**src/rtl/lsm_pkg.sv**
```systemverilog
package lsm_pkg;

  localparam int CODE_W    = 16;
  localparam int NUM_CODES = 4;

  localparam logic MODE_JTAG  = 1'b0;
  localparam logic MODE_SWIRE = 1'b1;

  // Table slots: even entries select serial-wire, odd entries select JTAG.
  // Slots 2 and 3 hold the older codes.
  function automatic logic [CODE_W-1:0] code_pattern(input int idx);
    case (idx)
      0:       code_pattern = 16'hE79E;
      1:       code_pattern = 16'hE73C;
      2:       code_pattern = 16'hEDB6;
      default: code_pattern = 16'hDEAE;
    endcase
  endfunction

  function automatic logic code_target(input int idx);
    code_target = (idx % 2 == 0) ? MODE_SWIRE : MODE_JTAG;
  endfunction

  function automatic bit code_is_legacy(input int idx);
    code_is_legacy = (idx >= 2);
  endfunction

endpackage

```
**src/rtl/lsm_run_counter.sv**
```systemverilog
module lsm_run_counter #(
  parameter int RUN_LEN = 50
) (
  input  logic clk,
  input  logic rst,
  input  logic line_i,
  output logic sat_o,
  output logic line_rst_o
);

  localparam int CNT_W = $clog2(RUN_LEN + 1);
  localparam logic [CNT_W-1:0] CNT_MAX  = CNT_W'(RUN_LEN);
  localparam logic [CNT_W-1:0] CNT_LAST = CNT_W'(RUN_LEN - 1);

  logic [CNT_W-1:0] run_cnt;

  always_ff @(posedge clk) begin
    if (rst) begin
      run_cnt    <= '0;
      line_rst_o <= 1'b0;
    end else begin
      line_rst_o <= line_i && (run_cnt == CNT_LAST);
      if (!line_i)
        run_cnt <= '0;
      else if (run_cnt != CNT_MAX)
        run_cnt <= run_cnt + CNT_W'(1);
    end
  end

  assign sat_o = (run_cnt == CNT_MAX);

  AST_RUN_SATURATES: assert property (@(posedge clk) disable iff (rst)
    (sat_o && line_i) |=> (sat_o && !line_rst_o));
  AST_PULSE_SINGLE: assert property (@(posedge clk) disable iff (rst)
    line_rst_o |=> !line_rst_o);
  AST_LOW_RESTARTS: assert property (@(posedge clk) disable iff (rst)
    !line_i |=> (!sat_o && !line_rst_o));

endmodule

```
**src/rtl/lsm_code_matcher.sv**
```systemverilog
module lsm_code_matcher
  import lsm_pkg::*;
#(
  parameter bit LEGACY_EN = 1'b1
) (
  input  logic clk,
  input  logic rst,
  input  logic line_i,
  input  logic armed_i,
  output logic hit_o,
  output logic hit_mode_o
);

  localparam int IDX_W = $clog2(CODE_W);
  localparam logic [IDX_W-1:0] IDX_LAST = IDX_W'(CODE_W - 1);

  logic                 collecting;
  logic [IDX_W-1:0]     idx;
  logic [NUM_CODES-1:0] alive;
  logic [NUM_CODES-1:0] cand;
  logic [IDX_W-1:0]     cur_idx;
  logic                 last_bit;

  assign cur_idx  = collecting ? idx : '0;
  assign last_bit = collecting && (idx == IDX_LAST);

  // One candidate lane per table slot; lanes not enabled stay dead.
  for (genvar c = 0; c < NUM_CODES; c++) begin : g_lane
    if (LEGACY_EN || !code_is_legacy(c)) begin : g_on
      localparam logic [CODE_W-1:0] PAT = code_pattern(c);
      assign cand[c] = (PAT[cur_idx] == line_i) && (!collecting || alive[c]);
    end else begin : g_off
      assign cand[c] = 1'b0;
    end
  end

  always_ff @(posedge clk) begin
    if (rst) begin
      collecting <= 1'b0;
      idx        <= '0;
      alive      <= '0;
    end else if (!collecting) begin
      if (armed_i && (|cand)) begin
        collecting <= 1'b1;
        idx        <= IDX_W'(1);
        alive      <= cand;
      end
    end else if (last_bit || !(|cand)) begin
      collecting <= 1'b0;
      idx        <= '0;
      alive      <= '0;
    end else begin
      idx   <= idx + IDX_W'(1);
      alive <= cand;
    end
  end

  assign hit_o = last_bit && (|cand);

  always_comb begin
    hit_mode_o = MODE_JTAG;
    for (int c = 0; c < NUM_CODES; c++)
      if (cand[c]) hit_mode_o = code_target(c);
  end

  AST_START_QUALIFIED: assert property (@(posedge clk) disable iff (rst)
    $rose(collecting) |-> $past(armed_i));
  AST_ABORT_DROPS: assert property (@(posedge clk) disable iff (rst)
    (collecting && !(|cand)) |=> !collecting);
  AST_HIT_UNIQUE: assert property (@(posedge clk) disable iff (rst)
    hit_o |-> ($countones(cand) == 1));

endmodule

```
**src/rtl/lsm_mode_reg.sv**
```systemverilog
module lsm_mode_reg
  import lsm_pkg::*;
(
  input  logic clk,
  input  logic rst,
  input  logic hit_i,
  input  logic hit_mode_i,
  output logic mode_o,
  output logic mode_chg_o
);

  always_ff @(posedge clk) begin
    if (rst) begin
      mode_o     <= MODE_JTAG;
      mode_chg_o <= 1'b0;
    end else begin
      mode_chg_o <= hit_i && (hit_mode_i != mode_o);
      if (hit_i) mode_o <= hit_mode_i;
    end
  end

  AST_MODE_HOLDS: assert property (@(posedge clk) disable iff (rst)
    !hit_i |=> $stable(mode_o));
  AST_STROBE_ON_CHANGE: assert property (@(posedge clk) disable iff (rst)
    mode_chg_o |-> (mode_o != $past(mode_o)));
  AST_NO_SILENT_CHANGE: assert property (@(posedge clk) disable iff (rst)
    !mode_chg_o |-> $stable(mode_o));

endmodule

```
**src/rtl/line_mode_detect.sv**
```systemverilog
module line_mode_detect #(
  parameter int RESET_LEN = 50,
  parameter bit LEGACY_EN = 1'b1
) (
  input  logic clk,
  input  logic rst,
  input  logic line_i,
  output logic mode_o,
  output logic mode_chg_o,
  output logic line_rst_o
);

  logic run_sat;
  logic hit;
  logic hit_mode;

  lsm_run_counter #(.RUN_LEN(RESET_LEN)) i_run (
    .clk        (clk),
    .rst        (rst),
    .line_i     (line_i),
    .sat_o      (run_sat),
    .line_rst_o (line_rst_o)
  );

  lsm_code_matcher #(.LEGACY_EN(LEGACY_EN)) i_match (
    .clk        (clk),
    .rst        (rst),
    .line_i     (line_i),
    .armed_i    (run_sat),
    .hit_o      (hit),
    .hit_mode_o (hit_mode)
  );

  lsm_mode_reg i_mode (
    .clk        (clk),
    .rst        (rst),
    .hit_i      (hit),
    .hit_mode_i (hit_mode),
    .mode_o     (mode_o),
    .mode_chg_o (mode_chg_o)
  );

  AST_RESET_JTAG: assert property (@(posedge clk)
    rst |=> (!mode_o && !mode_chg_o && !line_rst_o));

endmodule

```
**config.mk**
```make
export PLATFORM = sky130hd
export DESIGN_NAME = line_mode_detect
export DESIGN_NICKNAME = d
export VERILOG_FILES = /design/src/rtl/lsm_pkg.sv /design/src/rtl/lsm_run_counter.sv /design/src/rtl/lsm_code_matcher.sv /design/src/rtl/lsm_mode_reg.sv /design/src/rtl/line_mode_detect.sv
export SDC_FILE = /design/constraint.sdc
export NUM_CORES = 1
export LEC_CHECK = 0
export ABC_AREA = 1
export BUFFER_PORTS_ARGS = -buffer_cell sky130_fd_sc_hd__buf_2
export CORE_AREA = 2 2 51 53
export DETAILED_ROUTE_END_ITERATION = 7
export DIE_AREA = 0 0 53 55
export GPL_ROUTABILITY_DRIVEN = 0
export PLACE_DENSITY = 0.71
export SYNTH_ARGS = -nofsm -noshare
export SYNTH_HDL_FRONTEND = slang
export SYNTH_SLANG_ARGS = --single-unit
```
**constraint.sdc**
```tcl
create_clock -name clk -period 2.1 [get_ports clk]
set_clock_uncertainty 0.1 [all_clocks]
set_input_delay 0.315 -clock clk [delete_from_list [all_inputs] [get_ports clk]]
set_output_delay 0.315 -clock clk [all_outputs]
set_load 0.005 [all_outputs]
```
==> results.toml <==
[pwr]
swShare_pct = 23.2
p_leak_nw = 0.706
pwr-share-clk_pct = 35.0
combPwrFrac_pct = 7.9
peakVddDrop_mv = 0.326
p_int_uw = 463
p_per_area_mw_per_mm2 = 401
finalPower_uw = 603
power_switching_uw = 140
pwr-share-seq_pct = 57.1

[grt]
met1_usage_pct = 23.7
grt_start_max_net_pins = 12
met2_usage_pct = 36.5
gr-usage-met3_pct = 3.23
overflow = 0
first_global_vias = 1043
grt-busiest-layer = "met2"
grt_first_pass_wirelength_um = 4330
antenna_found_initial = 0
grtUsageTotal_pct = 20.4

[setup_path]
max_stage_delay_ps = 400
cp_data_required_time_ps = 2210
path_max_fanout = 11
r2r_slack_ps = 80
arrival_ps = 2130
crit_path_end_kind = "flop"
path_common_cell = "nand2_2"
crit_chain = "buf_8 > nand2_2 > inv_2 > nand2_1 > nand2_2 > nand2_4 > nand3_4 > nand2_2 > nor2_4 > nor2_2 > nand2_2 > nand2_4 > nand2_4 > inv_4 > nor2_4 > nor2_1"
start_kind = "flop"
path_class = "reg -> reg"
crit_path_top_delay_cell = "dfxtp_4"
critPathBufInv = 3
cp_top_family = "simple AND/OR/NAND/NOR gates"

[timing]
finalHoldViolations = 0
final.setup.tns_ps = 0
period_share_pct = 96.0
fmax_ghz = 0.496
setup_violations = 0
whs_ps = 196
min_period_ps = 2020
finalMaxSlewViolations = 0
tightest_slew_ps = 365
relSlewSlack_pct = 75.6

[clocking]
clk_latency_ps = 300
numCtsBuffers = 3
clk_path_buf_depth = 2
h-tree-depth = 1
cts.sinks = 18
clk_pin_slew_ps = 110
cts_tree = "yes"
ctsRootBufferMaster = "clkbuf_4"

[synth]
ys_top_cells_by_area = "dfxtp_1 30%, nand2_1 12%, nand3_1 12%"
yosysTopAreaCell = "dfxtp_1"
synth_seq_area_share_pct = 29.8
ys_warn_count = 0
synthDistinctLibCells = 26
synth_area_mm2 = 0.00121
synth_top_area_share_pct = 29.8
yosys_register_bits = 18
syn_nets = 192
avgSynthCellArea_um2 = 6.62
synthCells = 183

[min_path]
hp-class = "in -> reg"

[floorplan]
rows = 18
die_area_mm2 = 0.00292
initial_core_util_pct = 51.2
die_x_um = 53
core_area_mm2 = 0.00236
die_h_um = 55
ios = 6

[finish]
filler_cell_count = 198
n_antenna_cell = 0
final_common_cell = "nand2_1"
finalInstanceArea_mm2 = 0.00150
layout_common_cells = "35 x nand2_1, 24 x nand3_1, 15 x inv_1, 15 x dfxtp_1, 13 x nor2_1"
synthToLayoutAreaGrowth_pct = 24.0
nNetsFinal = 207
drive_above_1_share_pct = 33.5
final_core_util_pct = 63.5

[route]
viasPerCell = 5.42
routed_wl_um = 2890
drc_errors = 0
first_iter_violations = 51
drtAntennaViolNets = 0
first_pass_iters = 4
vias = 1230
routedWlPerCell_um = 12.7

[run_status]
status = "finished clean"

[placement]
port-buffer-count = 5
dpl_cell_area_mm2 = 0.00129
post-dp-hpwl_um = 2090

[flow_run]
cap_viol_max_count = 0
[path summary, 6_finish.rpt]
check	endpoint	cells past startpoint	startpoint
min	i_match.alive[1]	2	rst
min reg2reg	i_match.alive[3]	2	i_match.alive[3]
max reg2reg	i_match.alive[2]	16	i_match.collecting
max	i_match.alive[2]	16	i_match.collecting
[worst register-to-register path, cell delays in order (launching register included)]
cell and delay (ps):
dfxtp_4 400, buf_8 150, nand2_2 100, inv_2 80, nand2_1 70, nand2_2 90, nand2_4 90, nand3_4 100
nand2_2 70, nor2_4 130, nor2_2 50, nand2_2 130, nand2_4 100, nand2_4 100, inv_4 50, nor2_4 90
nor2_1 50
[state kept, by name, summed over array words and instances (netlist names)]
name	flops
i_mode.mode_o	1
i_mode.mode_chg_o	1
i_match.idx	4
i_run.line_rst_o	1
i_match.collecting	1
i_match.alive	4
i_run.run_cnt	6
[kinds of logic (layout without fill, tap and decap cells)]
| kind of cell | Yosys count | after routing | share of synthesized area (%) |
|---|---|---|---|
| and+or+nand+nor | 113 | 113 | 44.5 |
| buffers and inverters | 24 | 38 | 8.37 |
| AOI/OAI and AO/OA | 19 | 19 | 8.99 |
| DFF | 18 | 18 | 29.8 |
| adders and majority gates | 6 | 6 | 6.20 |
| xor gates and xnor gates | 3 | 3 | 2.17 |
[power by group through the flow]
stage	registers (mW)	clock network, mW	logic (mW)
after detailed placement	0.354	0	0.0403
after global routing	0.345	0.233	0.0524
after global placement	0.353	0	0.0396
final	0.344	0.211	0.0474
after floorplan	0.353	0	0.0298
after CTS	0.346	0.218	0.0406
[what timing repair did]
| item | CTS | global route |
|---|---|---|
| resized for setup | 0 | 37 |
| setup endpoints to repair | 0 | 11 |
| buffers inserted | 0 | 3 |
| hold buffers | 0 | 0 |
[metal layers]
layer  vias to the layer above  share of wire [%]
li1                        621                  -
met1                       578                 45
met2                        23                 50
met3                         8                2.9
met4                         0                2.8
met5                         -                  0
[per-stage QoR]
| step | worst slack, ps | instances |
|---|---|---|
| after global routing | -25.0 | 227 |
| after global placement | 86.4 | 220 |
| after detailed placement | 69.8 | 220 |
| final | 84.1 | 227 |
| after floorplan | 74.3 | 183 |
| after CTS | 52.1 | 224 |
[synth_stat cells]
cell,number
or2_1,3
buf_4,1
nand2_1,40
nor2_1,17
inv_1,16
nand3b_1,1
buf_6,1
nor2_2,3
nand2_4,1
o21ai_0,3
clkbuf_1,1
or2_2,3
ha_1,6
xnor2_1,1
nand2_2,9
nand4_1,3
a31o_2,1
dfxtp_1,18
nor3_1,1
xor2_1,2
o211ai_1,1
inv_2,5
nand3_1,30
a21oi_1,12
nand3_2,2
a21oi_2,2
[area by class of cell]
type / count / area (um^2) / area share (%)
Sequential cell: 18 / 367 / 24.4
Tap cell: 30 / 37.5 / 2.50
Inverter: 21 / 83.8 / 5.58
Clock buffer: 4 / 36.3 / 2.42
Multi-Input combinational cell: 141 / 885 / 58.9
Timing Repair Buffer: 13 / 92.6 / 6.17
Power figures use the tool's default switching activity.
